File: config.mk
export PLATFORM = sky130hd
export DESIGN_NAME = mem_port_sequencer
export DESIGN_NICKNAME = d
export VERILOG_FILES = /design/src/rtl/mps_pkg.sv /design/src/rtl/mps_ctrl.sv /design/src/rtl/mps_hold.sv /design/src/rtl/mps_sat_acc.sv /design/src/rtl/mem_port_sequencer.sv
export SDC_FILE = /design/constraint.sdc
export NUM_CORES = 1
export LEC_CHECK = 0
export BUFFER_PORTS_ARGS = -buffer_cell sky130_fd_sc_hd__buf_2
export CORE_AREA = 2 2 171 173
export CTS_BUF_LIST = sky130_fd_sc_hd__clkbuf_2
export CTS_CLUSTER_DIAMETER = 200
export DETAILED_ROUTE_END_ITERATION = 8
export DIE_AREA = 0 0 173 175
export PLACE_DENSITY = 0.82
export SLEW_MARGIN = 0
export SYNTH_ARGS = -nofsm -noshare
export SYNTH_HDL_FRONTEND = slang
export SYNTH_SLANG_ARGS = --single-unit
File: constraint.sdc
create_clock -name clk -period 7.4 [get_ports clk]
set_input_delay 1.11 -clock clk [delete_from_list [all_inputs] [get_ports clk]]
set_output_delay 1.11 -clock clk [all_outputs]
set_load 0.03 [all_outputs]
File: src/rtl/mps_pkg.sv
`timescale 1ns/1ps
package mps_pkg;
  typedef enum logic [2:0] {
    ST_RUN, ST_IRETRY, ST_IWAIT, ST_IDONE,
    ST_DRETRY, ST_DWAIT, ST_DWAITSW, ST_SWOUT
  } seq_state_e;

  localparam int NCNT       = 4;
  localparam int CNT_ISTALL = 0;
  localparam int CNT_IRETRY = 1;
  localparam int CNT_DSTALL = 2;
  localparam int CNT_DRETRY = 3;
endpackage

File: src/rtl/mps_ctrl.sv
`timescale 1ns/1ps
module mps_ctrl
  import mps_pkg::*;
#(
  parameter int CYC_W = 16
) (
  input  logic             clk,
  input  logic             rst_n,
  input  logic             sw_req,
  input  logic             exec_mem,
  input  logic             i_req_ready,
  input  logic             i_retry,
  input  logic             i_resp_valid,
  input  logic             d_req_ready,
  input  logic             d_retry,
  input  logic             d_resp_valid,
  output logic             i_req_valid,
  output logic             i_fresh,
  output logic             d_req_valid,
  output logic             d_fresh,
  output logic             fetch_load,
  output logic             inst_load,
  output logic             dhold_load,
  output logic             exec_valid,
  output logic             d_take,
  output logic             sw_ack,
  output logic             proto_err,
  output logic [NCNT-1:0]  cnt_en,
  output logic [CYC_W-1:0] delta
);
  seq_state_e       st, nxt;
  logic [CYC_W-1:0] cyc, t0;
  logic             stamp, viol, perr_q, ack_q;

  // next-state and strobe decode
  always_comb begin
    nxt         = st;
    i_req_valid = 1'b0;
    d_req_valid = 1'b0;
    fetch_load  = 1'b0;
    inst_load   = 1'b0;
    dhold_load  = 1'b0;
    exec_valid  = 1'b0;
    d_take      = 1'b0;
    stamp       = 1'b0;
    cnt_en      = '0;
    case (st)
      ST_RUN: begin
        if (sw_req) nxt = ST_SWOUT;
        else begin
          i_req_valid = 1'b1;
          fetch_load  = 1'b1;
          stamp       = 1'b1;
          nxt         = i_req_ready ? ST_IWAIT : ST_IRETRY;
        end
      end
      ST_IRETRY: begin
        if (sw_req) nxt = ST_SWOUT;
        else if (i_retry) begin
          i_req_valid        = 1'b1;
          cnt_en[CNT_IRETRY] = 1'b1;
          if (i_req_ready) nxt = ST_IWAIT;
        end
      end
      ST_IWAIT: begin
        if (sw_req) nxt = ST_SWOUT;
        else if (i_resp_valid) begin
          cnt_en[CNT_ISTALL] = 1'b1;
          inst_load          = 1'b1;
          nxt                = ST_IDONE;
        end
      end
      ST_IDONE: begin
        if (sw_req) nxt = ST_SWOUT;
        else begin
          exec_valid = 1'b1;
          if (exec_mem) begin
            d_req_valid = 1'b1;
            dhold_load  = 1'b1;
            stamp       = 1'b1;
            nxt         = d_req_ready ? ST_DWAIT : ST_DRETRY;
          end else begin
            nxt = ST_RUN;
          end
        end
      end
      ST_DRETRY: begin
        if (sw_req) nxt = ST_SWOUT;
        else if (d_retry) begin
          d_req_valid        = 1'b1;
          cnt_en[CNT_DRETRY] = 1'b1;
          if (d_req_ready) nxt = ST_DWAIT;
        end
      end
      ST_DWAIT: begin
        if (d_resp_valid) begin
          d_take             = 1'b1;
          cnt_en[CNT_DSTALL] = 1'b1;
          nxt                = sw_req ? ST_SWOUT : ST_RUN;
        end else if (sw_req) begin
          nxt = ST_DWAITSW;
        end
      end
      ST_DWAITSW: begin
        if (d_resp_valid) begin
          d_take = 1'b1;
          nxt    = ST_SWOUT;
        end
      end
      default: nxt = st;
    endcase
  end

  always_comb begin
    viol = (i_resp_valid && !(st == ST_IWAIT || st == ST_SWOUT)) ||
           (d_resp_valid && !(st == ST_DWAIT || st == ST_DWAITSW || st == ST_SWOUT)) ||
           (i_retry && st != ST_IRETRY) ||
           (d_retry && st != ST_DRETRY);
  end

  assign i_fresh   = (st == ST_RUN);
  assign d_fresh   = (st == ST_IDONE);
  assign delta     = cyc - t0;
  assign sw_ack    = ack_q;
  assign proto_err = perr_q;

  // state registers
  always_ff @(posedge clk or negedge rst_n) begin
    if (!rst_n) begin
      st     <= ST_RUN;
      cyc    <= '0;
      t0     <= '0;
      perr_q <= 1'b0;
      ack_q  <= 1'b0;
    end else begin
      st     <= nxt;
      cyc    <= cyc + 1'b1;
      if (stamp) t0 <= cyc;
      perr_q <= perr_q | viol;
      ack_q  <= (nxt == ST_SWOUT) && (st != ST_SWOUT);
    end
  end

  assert_perr_sticky_R11: assert property (@(posedge clk) disable iff (!rst_n)
    proto_err |=> proto_err);
  assert_ack_single_R9: assert property (@(posedge clk) disable iff (!rst_n)
    sw_ack |=> !sw_ack);
  assert_quiet_switched_R10: assert property (@(posedge clk) disable iff (!rst_n)
    sw_ack |-> (!i_req_valid && !d_req_valid));
  assert_exec_follows_resp_R5: assert property (@(posedge clk) disable iff (!rst_n)
    exec_valid |-> ($past(i_resp_valid) && !i_req_valid));
  assert_retry_gated_R3: assert property (@(posedge clk) disable iff (!rst_n)
    (d_req_valid && !d_fresh) |-> d_retry);
endmodule

File: src/rtl/mps_hold.sv
`timescale 1ns/1ps
module mps_hold #(
  parameter int AW = 32,
  parameter int DW = 32,
  parameter int IW = 32
) (
  input  logic          clk,
  input  logic          rst_n,
  input  logic          fetch_load,
  input  logic          inst_load,
  input  logic          dhold_load,
  input  logic          i_fresh,
  input  logic          d_fresh,
  input  logic [AW-1:0] core_pc,
  input  logic [IW-1:0] i_resp_data,
  input  logic          exec_wr,
  input  logic [AW-1:0] exec_addr,
  input  logic [DW-1:0] exec_wdata,
  output logic [AW-1:0] i_req_addr,
  output logic [IW-1:0] exec_inst,
  output logic [AW-1:0] d_req_addr,
  output logic          d_req_wr,
  output logic [DW-1:0] d_req_wdata,
  output logic          rd_pend
);
  localparam int LOW_BITS = 2;

  logic [AW-1:0] pc_al, fa_q, da_q;
  logic [IW-1:0] inst_q;
  logic [DW-1:0] dw_q;
  logic          wr_q;

  assign pc_al = {core_pc[AW-1:LOW_BITS], {LOW_BITS{1'b0}}};

  always_ff @(posedge clk or negedge rst_n) begin
    if (!rst_n) begin
      fa_q   <= '0;
      inst_q <= '0;
      da_q   <= '0;
      dw_q   <= '0;
      wr_q   <= 1'b0;
    end else begin
      if (fetch_load) fa_q <= pc_al;
      if (inst_load)  inst_q <= i_resp_data;
      if (dhold_load) begin
        da_q <= exec_addr;
        dw_q <= exec_wdata;
        wr_q <= exec_wr;
      end
    end
  end

  assign i_req_addr  = i_fresh ? pc_al : fa_q;
  assign exec_inst   = inst_q;
  assign d_req_addr  = d_fresh ? exec_addr  : da_q;
  assign d_req_wr    = d_fresh ? exec_wr    : wr_q;
  assign d_req_wdata = d_fresh ? exec_wdata : dw_q;
  assign rd_pend     = !wr_q;
endmodule

File: src/rtl/mps_sat_acc.sv
`timescale 1ns/1ps
module mps_sat_acc #(
  parameter int CNT_W = 16,
  parameter int CYC_W = 16
) (
  input  logic             clk,
  input  logic             rst_n,
  input  logic             en,
  input  logic [CYC_W-1:0] delta,
  output logic [CNT_W-1:0] acc
);
  localparam int SUM_W = ((CNT_W > CYC_W) ? CNT_W : CYC_W) + 1;
  localparam logic [SUM_W-1:0] LIMIT = SUM_W'({CNT_W{1'b1}});

  logic [SUM_W-1:0] sum;
  logic [CNT_W-1:0] acc_d;

  always_comb begin
    sum   = SUM_W'(acc) + SUM_W'(delta);
    acc_d = (sum > LIMIT) ? {CNT_W{1'b1}} : sum[CNT_W-1:0];
  end

  always_ff @(posedge clk or negedge rst_n) begin
    if (!rst_n)  acc <= '0;
    else if (en) acc <= acc_d;
  end

  assert_no_decrease_R12: assert property (@(posedge clk) disable iff (!rst_n)
    1'b1 |=> (acc >= $past(acc)));
  assert_hold_at_max_R12: assert property (@(posedge clk) disable iff (!rst_n)
    (acc == {CNT_W{1'b1}}) |=> (acc == {CNT_W{1'b1}}));
endmodule

File: src/rtl/mem_port_sequencer.sv
`timescale 1ns/1ps
module mem_port_sequencer
  import mps_pkg::*;
#(
  parameter int AW    = 32,
  parameter int DW    = 32,
  parameter int IW    = 32,
  parameter int CYC_W = 16,
  parameter int CNT_W = 16
) (
  input  logic             clk,
  input  logic             rst_n,
  input  logic [AW-1:0]    core_pc,
  input  logic             sw_req,
  input  logic             exec_mem,
  input  logic             exec_wr,
  input  logic [AW-1:0]    exec_addr,
  input  logic [DW-1:0]    exec_wdata,
  output logic             i_req_valid,
  output logic [AW-1:0]    i_req_addr,
  input  logic             i_req_ready,
  input  logic             i_retry,
  input  logic             i_resp_valid,
  input  logic [IW-1:0]    i_resp_data,
  output logic             d_req_valid,
  output logic [AW-1:0]    d_req_addr,
  output logic             d_req_wr,
  output logic [DW-1:0]    d_req_wdata,
  input  logic             d_req_ready,
  input  logic             d_retry,
  input  logic             d_resp_valid,
  input  logic [DW-1:0]    d_resp_data,
  output logic             exec_valid,
  output logic [IW-1:0]    exec_inst,
  output logic             ld_valid,
  output logic [DW-1:0]    ld_data,
  output logic             sw_ack,
  output logic             proto_err,
  output logic [CNT_W-1:0] istall_cnt,
  output logic [CNT_W-1:0] iretry_cnt,
  output logic [CNT_W-1:0] dstall_cnt,
  output logic [CNT_W-1:0] dretry_cnt
);
  logic             i_fresh, d_fresh, fetch_load, inst_load, dhold_load;
  logic             d_take, rd_pend;
  logic [NCNT-1:0]  cnt_en;
  logic [CYC_W-1:0] delta;
  logic [CNT_W-1:0] cnt_q [NCNT];

  mps_ctrl #(.CYC_W(CYC_W)) u_ctrl (
    .clk(clk), .rst_n(rst_n), .sw_req(sw_req), .exec_mem(exec_mem),
    .i_req_ready(i_req_ready), .i_retry(i_retry), .i_resp_valid(i_resp_valid),
    .d_req_ready(d_req_ready), .d_retry(d_retry), .d_resp_valid(d_resp_valid),
    .i_req_valid(i_req_valid), .i_fresh(i_fresh), .d_req_valid(d_req_valid),
    .d_fresh(d_fresh), .fetch_load(fetch_load), .inst_load(inst_load),
    .dhold_load(dhold_load), .exec_valid(exec_valid), .d_take(d_take),
    .sw_ack(sw_ack), .proto_err(proto_err), .cnt_en(cnt_en), .delta(delta)
  );

  mps_hold #(.AW(AW), .DW(DW), .IW(IW)) u_hold (
    .clk(clk), .rst_n(rst_n), .fetch_load(fetch_load), .inst_load(inst_load),
    .dhold_load(dhold_load), .i_fresh(i_fresh), .d_fresh(d_fresh),
    .core_pc(core_pc), .i_resp_data(i_resp_data), .exec_wr(exec_wr),
    .exec_addr(exec_addr), .exec_wdata(exec_wdata), .i_req_addr(i_req_addr),
    .exec_inst(exec_inst), .d_req_addr(d_req_addr), .d_req_wr(d_req_wr),
    .d_req_wdata(d_req_wdata), .rd_pend(rd_pend)
  );

  for (genvar g = 0; g < NCNT; g++) begin : g_cnt
    mps_sat_acc #(.CNT_W(CNT_W), .CYC_W(CYC_W)) u_acc (
      .clk(clk), .rst_n(rst_n), .en(cnt_en[g]), .delta(delta), .acc(cnt_q[g])
    );
  end

  assign istall_cnt = cnt_q[CNT_ISTALL];
  assign iretry_cnt = cnt_q[CNT_IRETRY];
  assign dstall_cnt = cnt_q[CNT_DSTALL];
  assign dretry_cnt = cnt_q[CNT_DRETRY];
  assign ld_valid   = d_take && rd_pend;
  assign ld_data    = d_resp_data;

  assert_load_only_on_resp_R7: assert property (@(posedge clk) disable iff (!rst_n)
    ld_valid |-> (d_resp_valid && !d_req_valid));
endmodule

==> impl_metrics.tcl, run 1 <==
set metrics [dict create \
    async_flop_share_pct 100 \
    crit_required_ps 7980 \
    port_buffers 333 \
    combPwrFrac_pct 36.8 \
    htreeDepth 3 \
    place_ws_ps 2560 \
    cts.sinks 228 \
    tns_ps 0 \
    internal-power_w 0.00237 \
    final-max-slew-violation-count 0 \
    yosysMostFrequentCell "dfrtp_1" \
    worst_pin_slew_ps 1160 \
    root_buffer "clkbuf_2" \
    rsz0062_at_grt "false" \
    hold_viol_final 0 \
    peakVddDrop_mv 0.182 \
    placed_cells 2008 \
    synth_top_family_by_area "multiplexers" \
    start_util_pct 49.6 \
    p_switching_w 0.00162 \
    drive_above_1_share_pct 38.8 \
    p_sw_share_pct 40.5 \
    firstDrtPassIters 5 \
    seq_area_frac_synth_pct 40.5 \
    antenna_found_initial 11 \
    cts_tree "built" \
    grt_max_degree 116 \
    synth.largest_area_cell "dfrtp_1" \
    cp-start-kind "register" \
    globalRouteOverflowTotal 0 \
    grt_pass1_wl_um 59900 \
    fin_skew_ps 120 \
    synthTopCellsByArea "dfrtp_1 (40%), mux2_2 (16%), ha_1 (7.8%)" \
    max_freq_mhz 202 \
    grt_util_all_layers_pct 24.4 \
    rows 62 \
    cap_violations 0 \
    ys_warn_count 0 \
    fin_crit_sh_pct 67.0 \
    final.min_clock_period_ps 4960 \
    synth_common_cells "dfrtp_1 (228), mux2_2 (206), nand2_1 (145), ha_1 (88), nor2_1 (88)" \
    synthSimpleGateAreaFrac_pct 10.9 \
    endpoint_kind "register" \
    vias 11800 \
    cts_setup_buffers 0 \
    synth_area_sq_um 14100 \
    grt_pass1_vias 12000 \
    core-area_sq_um 28400 \
    area_delta_synth_final_pct 16.9 \
    synth_xor_area_share_pct 4.54 \
    place_congestion 0.911 \
    drtIter0Drc 748 \
    avgRoutedWirePerCell_um 17.9 \
    ioPinCount 402 \
    path_max_fanout 15 \
    synth_edf_count 0 \
    syn_inst 1364 \
    pwr-share-clk_pct 24.0 \
    fin_ws_ps 2440 \
    layout.cells.non_filler 2124 \
    crit_arrival_ps 5530 \
    synthDistinctLibCells 79 \
    die_height_um 175 \
    drc_errors 0 \
    hold_class "in -> async" \
    dp_hpwl_um 27900 \
    post_synth_fa_ha_maj_area_fraction_pct 8.52 \
    fin_util_pct 58.0 \
    yosysTopAreaCellShare_pct 40.5 \
    yosys_register_bits 228 \
    power_density_nw_per_um2 242 \
    cts_hold_buffers 0 \
    cts_resized 0 \
    p_seq_share_pct 39.2 \
    finalWirelength_um 37900 \
    leakagePower_nw 8.72 \
    die-width_um 173 \
    muxShareOfSynthArea_pct 16.5 \
    cts_buffers 66 \
    synth.avg_cell_area_sq_um 10.3 \
    timing.hold.ws_ps 360 \
    maxSlewHeadroom_pct 21.9 \
    cts_buffer_depth 3 \
    status "complete, no violations" \
    cts.clk_slew.worst_paths_ps 110 \
    synth-compound-area-share_pct 14.3 \
    ant_nets 0 \
    design.die.area_sq_um 30300 \
    synthFlopType "dfrtp_1" \
    criticalPathCategory "reg -> reg" \
    setup_viol 0 \
    via_per_inst 5.55 \
    clkLatencyLatePin_ps 850 \
    nets 1956 \
]
[logic make-up after synthesis]
| kind of cell | after synthesis |
|---|---|
| adders and majority gates | 93 |
| muxes | 207 |
| other | 1 |
| AOI/OAI and AO/OA | 300 |
| and+or+nand+nor | 333 |
| DFF | 228 |
| xor gates and xnor gates | 73 |
| buffers and inverters | 129 |
[final timing paths]
path                                           to              from  slack, ps  cells after the start
max                         g_cnt[0].u_acc.acc[2]     u_ctrl.cyc[6]       2440                     14
min                        g_cnt[2].u_acc.acc[12]             rst_n        360                      1
max reg2reg                 g_cnt[0].u_acc.acc[2]     u_ctrl.cyc[6]       2440                     14
min reg2reg                      u_ctrl.proto_err  u_ctrl.proto_err        480                      2
max in group asynchronous         u_hold.da_q[13]             rst_n       5680                      2
min in group clk              u_hold.exec_inst[2]    i_resp_data[2]        450                      3
[through the flow]
| stage | power, W | cell area [sq um] |
|---|---|---|
| after floorplan | 0.00264 | 14100 |
| after global placement | 0.00299 | 15900 |
| after global routing | 0.00422 | 16500 |
| final | 0.00399 | 16500 |
| after detailed placement | 0.00304 | 15900 |
| after CTS | 0.00402 | 16500 |
[routing by layer]
layer,up-vias,global-route usage [%],part of all wire (%)
met5,-,0,0.20
met4,10,11.2,3.8
met3,113,8.01,8.5
met2,466,41.3,49
met1,5636,28.1,39
li1,5563,-,-
[critical path, stage by stage, from the launching register on]
cell and delay [ps]:
dfrtp_1 450, ha_1 430, o21a_1 170, o21a_1 150, o31ai_1 110, nor3_1 390, nor2_1 140, xnor2_1 890
ha_1 470, nand2_1 110, o21ai_0 130, nand3_1 130, a21oi_1 80, a211oi_2 900, a31oi_1 170
[layout make-up]
class / instances / area (sq um)
Antenna cell: 6 / 15.0
Multi-Input combinational cell: 1008 / 7750
Timing Repair Buffer: 343 / 1750
Tap cell: 384 / 480
Inverter: 45 / 169
Sequential cell: 228 / 5710
Clock buffer: 88 / 440
Fill cell: 2460 / 11900
Clock inverter: 22 / 153
[sequential cells by signal, indices dropped and copies added (netlist names)]
name              flops
g_cnt.u_acc.acc      64
u_hold.da_q          32
u_hold.dw_q          32
u_hold.exec_inst     32
u_hold.fa_q          30
u_ctrl.cyc           16
u_ctrl.t0            16
u_ctrl.st             3
u_ctrl.proto_err      1
u_ctrl.sw_ack         1
u_hold.wr_q           1
[cells in the final DEF, fill, tap and decap left out, drive strengths merged, types with 9 or more instances in the layout]
master / count
a31oi: 18
o21ai: 51
a21o: 21
clkbuf: 88
inv: 47
ha: 88
dfrtp: 228
clkinv: 16
buf: 343
nor2: 88
mux2: 206
a211oi: 19
xnor2: 43
and3: 11
nand3: 18
xor2: 30
nand2: 145
nand2b: 11
nand4: 9
o21a: 11
o22a: 30
o21bai: 9
a21oi: 88
nor2b: 11
nor3: 11
[power by group through the flow]
stage	Clock, W	Sequential (W)	Combinational (W)
2_1_floorplan	0	0.00174	0.000904
3_3_place_gp	0	0.00157	0.00142
3_5_place_dp	0	0.00159	0.00146
4_1_cts	0.000989	0.00156	0.00147
5_1_grt	0.00105	0.00159	0.00159
6_report	0.000957	0.00156	0.00147
Note: power is estimated with default switching activity, not from simulation.
==> inputs of run 2 (changes only) <==
clock period = 5.1 ns   (was 7.4 ns; I/O delays follow)
==> run 2 against run 1 <==
Compared with the run above:
- non-clock buffer count rose by 43
- clock skew rose by 7.7 ps
- die area did not move
- largest cell class unchanged
- sequential share of layout area fell by 0.78 points
- cell count rose by 1.7%
- global-route usage rose by 0.27 points
- worst setup slack got worse by 2100 ps
==> impl_metrics.tcl, run 2 (synthesized netlist as in run 1, its figures left out) <==
set metrics [dict create \
    cap_violations 0 \
    grt_max_degree 124 \
    die-width_um 173 \
    final_cell_mix "buf_2 (332), dfrtp_1 (228), mux2_2 (206)" \
    place_congestion 0.925 \
    path_cells "ha_1, a211o_1, o31ai_1, nor3_1, or4_1, nand4_1, ha_1, a21oi_1, o21ai_0, a2bb2oi_1, o21ai_1, o22ai_2, a22oi_1" \
    grt_pass1_vias 12300 \
    via_per_inst 5.56 \
    cts_buffers 60 \
    root_buffer "clkbuf_2" \
    core-area_sq_um 28400 \
    drive_above_1_share_pct 37.8 \
    final.min_clock_period_ps 4710 \
    worst_pin_slew_ps 952 \
    crit_arrival_ps 5350 \
    start_util_pct 49.6 \
    die_height_um 175 \
    avgRoutedWirePerCell_um 17.8 \
    htreeDepth 2 \
    cts_tree "built" \
    fin_util_pct 59.3 \
    hold_class "in -> reg" \
    globalRouteOverflowTotal 0 \
    place_area_sq_um 15900 \
    slowest_stage "o22ai_2" \
    timing.hold.ws_ps 65.9 \
    layout.cells.non_filler 2161 \
    hold_viol_final 0 \
    path_max_fanout 14 \
    num-fill-cells 2369 \
    cts.clk_slew.worst_paths_ps 100 \
    nets 1993 \
    tns_ps 0 \
    vias 12000 \
    power_density_nw_per_um2 337 \
    final_area_sq_um 16800 \
    largest_register_ffs 64 \
    port_buffers 333 \
    critPathTopFamily "compound AO/OA/AOI/OAI gates" \
    finalWirelength_um 38500 \
    maxSlewHeadroom_pct 36.5 \
    cp-start-kind "register" \
    placed_cells 2012 \
    ant_nets 0 \
    crit_buf_inv 0 \
    final-max-slew-violation-count 0 \
    leakagePower_nw 8.87 \
    cts.sinks 228 \
    rows 62 \
    cts_setup_buffers 0 \
    crit_top_cell "ha_1" \
    ioPinCount 402 \
    cpPeakStageDelay_ps 550 \
    layout_commonest_cell "buf_2" \
    crit_required_ps 5740 \
    grt_pass1_wl_um 60900 \
    grt_util_all_layers_pct 24.7 \
    rsz0062_at_grt "false" \
    drc_errors 0 \
    antenna_found_initial 10 \
    criticalPathCategory "reg -> reg" \
    setup_viol 0 \
    cts_buffer_depth 3 \
    max_freq_mhz 212 \
    peakVddDrop_mv 0.228 \
    fin_skew_ps 128 \
    status "complete, no violations" \
    fin_crit_sh_pct 92.3 \
    area_delta_synth_final_pct 19.5 \
    drtIter0Drc 527 \
    regMostFlops "g_cnt.u_acc.acc" \
    design.die.area_sq_um 30300 \
    clkLatencyLatePin_ps 920 \
    dp_hpwl_um 27700 \
    firstDrtPassIters 5 \
    endpoint_kind "register" \
]
==> run 2: changes by cell type in the layout (fill, tap and decap cells not counted), sizes merged <==
| cell | before | now |
|---|---|---|
| dlygate4sd3 | 0 | 39 |
| buf | 343 | 347 |
| bufinv | 2 | 0 |
| clkinv | 16 | 18 |
| clkbuf | 88 | 86 |
| clkinvlp | 2 | 0 |
| diode | 6 | 5 |
| inv | 47 | 46 |
==> run 2: worst register-to-register path, cell delays in order, from the launching register on <==
cell and delay, ps:
dfrtp_1 460, ha_1 390, a211o_1 300, o31ai_1 320
nor3_1 160, or4_1 530, nand4_1 370, ha_1 380
a21oi_1 270, o21ai_0 150, a2bb2oi_1 250, o21ai_1 160
o22ai_2 550, a22oi_1 150
==> run 2: power by group <==
part           switching (W)  internal [W]  total, W
logic                0.00132      0.000829   0.00215
clock network       0.000796      0.000466   0.00126
registers           0.000210       0.00206   0.00227
==> run 2: path summary, 6_finish.rpt <==
| check | slack, ps | from | to | depth (start not counted) |
|---|---|---|---|---|
| hold / removal | 70 | i_resp_data[19] | u_hold.exec_inst[19] | 3 |
| setup reg to reg | 390 | u_ctrl.cyc[6] | g_cnt[2].u_acc.acc[1] | 13 |
| max in group asynchronous | 3340 | rst_n | u_ctrl.t0[5] | 3 |
| min in group asynchronous | 470 | rst_n | g_cnt[1].u_acc.acc[13] | 2 |
| hold reg to reg | 490 | u_ctrl.proto_err | u_ctrl.proto_err | 2 |
| setup / recovery | 390 | u_ctrl.cyc[6] | g_cnt[2].u_acc.acc[1] | 13 |
==> run 2: per-layer routing <==
layer | global-route usage [%] | wire [um] | part of all wire [%] | up-vias
li1 | - | - | - | 5642
met1 | 27.9 | 15000 | 39 | 5798
met2 | 42.8 | 19000 | 49 | 449
met3 | 7.59 | 3000 | 7.8 | 125
met4 | 11.2 | 1430 | 3.7 | 10
met5 | 0 | 70 | 0.18 | -
==> run 2: timing repair <==
| item | in CTS | in global routing |
|---|---|---|
| setup endpoints to repair | 0 | 0 |
| gates resized for setup | 0 | 0 |
| hold buffers | 36 | 3 |
| endpoints found under the hold margin | 140 | 3 |
==> run 2: final cells by class <==
type / count / area (sq um) / area share [%]
Antenna cell: 5 / 12.5 / 0.0743
Clock buffer: 86 / 430 / 2.55
Clock inverter: 19 / 97.6 / 0.579
Inverter: 45 / 169 / 1.00
Multi-Input combinational cell: 1008 / 7750 / 46.0
Sequential cell: 228 / 5710 / 33.9
Tap cell: 384 / 480 / 2.85
Timing Repair Buffer: 386 / 2200 / 13.0
==> run 2: metrics by stage <==
stage,setup slack (ps),power [W]
6_report,392,0.00569
4_1_cts,516,0.00571
3_3_place_gp,765,0.00434
5_1_grt,214,0.00602
3_5_place_dp,598,0.00442
2_1_floorplan,1340,0.00383
==> inputs of run 3 (changes only) <==
CORE_AREA = 2 2 164 166   (was 2 2 171 173)
CTS_CLUSTER_DIAMETER = 40   (was 200)
DIE_AREA = 0 0 166 168   (was 0 0 173 175)
PLACE_DENSITY = 0.88   (was 0.82)
clock period = 4.7 ns   (was 5.1 ns; I/O delays follow)
==> run 3 against run 2 <==
Compared with the run above:
- combinational power increased by 14%
- core utilization rose by 6.5 points
- global-route usage up 5.5 points
- highest routed layer is now met4
==> impl_metrics.tcl, run 3 (synthesized netlist as in run 1, its figures left out) <==
set metrics [dict create \
    place_congestion 0.915 \
    globalRouteOverflowTotal 0 \
    slowest_stage "or4_1" \
    peakVddDrop_mv 0.490 \
    antenna_found_initial 4 \
    timing.hold.ws_ps 52.7 \
    drtIter0Drc 1027 \
    ant_nets 0 \
    endpoint_kind "register" \
    cts.clk_slew.worst_paths_ps 120 \
    final-max-slew-violation-count 0 \
    critPathTopFamily "compound AO/OA/AOI/OAI gates" \
    cp-start-kind "register" \
    start_util_pct 53.5 \
    clkLatencyLatePin_ps 990 \
    regMostFlops "g_cnt.u_acc.acc" \
    hold_viol_final 0 \
    cts_tree "built" \
    hold_class "in -> reg" \
    via_per_inst 5.92 \
    r2r_slack_ps 340 \
    cts_buffer_depth 3 \
    final.min_clock_period_ps 4360 \
    drive_above_1_share_pct 37.1 \
    layout_commonest_cell "buf_2" \
    grt_pass1_vias 13100 \
    area_delta_synth_final_pct 23.1 \
    path_cells "ha_1, a211o_1, o31ai_1, nor3_1, or4_1, nand4_1, ha_1, a21oi_1, o21ai_0, a211oi_1, o21ai_1, a21o_1, o22a_1" \
    finalWirelength_um 44600 \
    nets 2053 \
    max_freq_mhz 229 \
    fin_skew_ps 157 \
    grt_pass1_wl_um 68100 \
    largest_register_ffs 64 \
    power_density_nw_per_um2 365 \
    die_height_um 168 \
    grt_util_all_layers_pct 30.2 \
    cpPeakStageDelay_ps 530 \
    rsz0062_at_grt "false" \
    design.die.area_sq_um 27900 \
    final_cell_mix "buf_2 (332), dfrtp_1 (228), mux2_2 (206)" \
    avgRoutedWirePerCell_um 20.6 \
    die-width_um 166 \
    tns_ps 0 \
    dp_hpwl_um 28600 \
    worst_pin_slew_ps 984 \
    port_buffers 333 \
    core-area_sq_um 26400 \
    ioPinCount 402 \
    vias 12800 \
    crit_required_ps 5470 \
    crit_top_cell "ha_1" \
    htreeDepth 2 \
    cts.sinks 228 \
    fin_crit_sh_pct 92.7 \
    path_max_fanout 15 \
    status "complete, no violations" \
    firstDrtPassIters 5 \
    grt_max_degree 113 \
    leakagePower_nw 9.12 \
    cap_violations 0 \
    maxSlewHeadroom_pct 34.4 \
    setup_viol 0 \
    crit_arrival_ps 5120 \
    root_buffer "clkbuf_2" \
    rows 60 \
    drc_errors 0 \
    cts_buffers 59 \
    crit_buf_inv 0 \
    criticalPathCategory "reg -> reg" \
]
[run 3: power breakdown]
part           switching (W)  internal (W)
sequential          0.000247       0.00224
clock               0.000881      0.000505
combinational        0.00152      0.000941
[run 3: layer usage]
metal	global-route usage [%]	wire, um	vias to the layer above
li1	-	-	5758
met1	34.8	16400	6199
met5	0	0	-
met4	17.2	2830	0
met3	7.12	3590	198
met2	51.9	21800	689
[run 3: metrics by stage]
stage | cells | area, sq um | total power, W | setup WS, ps | util (%)
CTS | 2155 | 17200 | 0.00623 | 177 | 65.3
finish | 2171 | 17300 | 0.00633 | 341 | 65.8
floorplan | 1365 | 14100 | 0.00416 | 938 | -
global route | 2171 | 17300 | 0.00664 | 20.6 | 65.8
detailed placement | 1976 | 15900 | 0.00482 | 137 | 60.4
global placement | 1976 | 15900 | 0.00474 | 268 | 60.4
[run 3: final timing paths]
| kind | start | endpoint | cells past startpoint |
|---|---|---|---|
| worst max-delay path | u_ctrl.cyc[6] | g_cnt[1].u_acc.acc[2] | 13 |
| worst min-delay path | i_retry | u_ctrl.proto_err | 3 |
| worst max register to register | u_ctrl.cyc[6] | g_cnt[1].u_acc.acc[2] | 13 |
| worst min register to register | u_hold.exec_inst[4] | u_hold.exec_inst[4] | 2 |
| max in group asynchronous | rst_n | u_hold.dw_q[13] | 3 |
| min in group asynchronous | rst_n | u_hold.exec_inst[18] | 2 |
[run 3: area by class of cell]
type                       count  area (sq um)
multi-input combinational   1008          7760
fill                        1920          9000
tap                          341           427
inverter                      45           169
clock inverter                 9          50.0
sequential                   228          5710
clock buffer                  89           445
timing repair buffer         447          2780
antenna                        4          10.0
[run 3: worst reg2reg max path: cells and delay by family, from the launching register on]
family	cells	cell delay, ps
AOI/OAI and AO/OA	8	2110
and+or+nand+nor	3	970
adders and majority gates	2	760
DFF	1	460
[run 3: repair_timing]
| action | in CTS | in global routing |
|---|---|---|
| hold buffers | 81 | 12 |
| resized for setup | 0 | 2 |
| endpoints found under the setup margin | 0 | 12 |
| setup buffers | 0 | 0 |
| hold endpoints to repair | 190 | 12 |
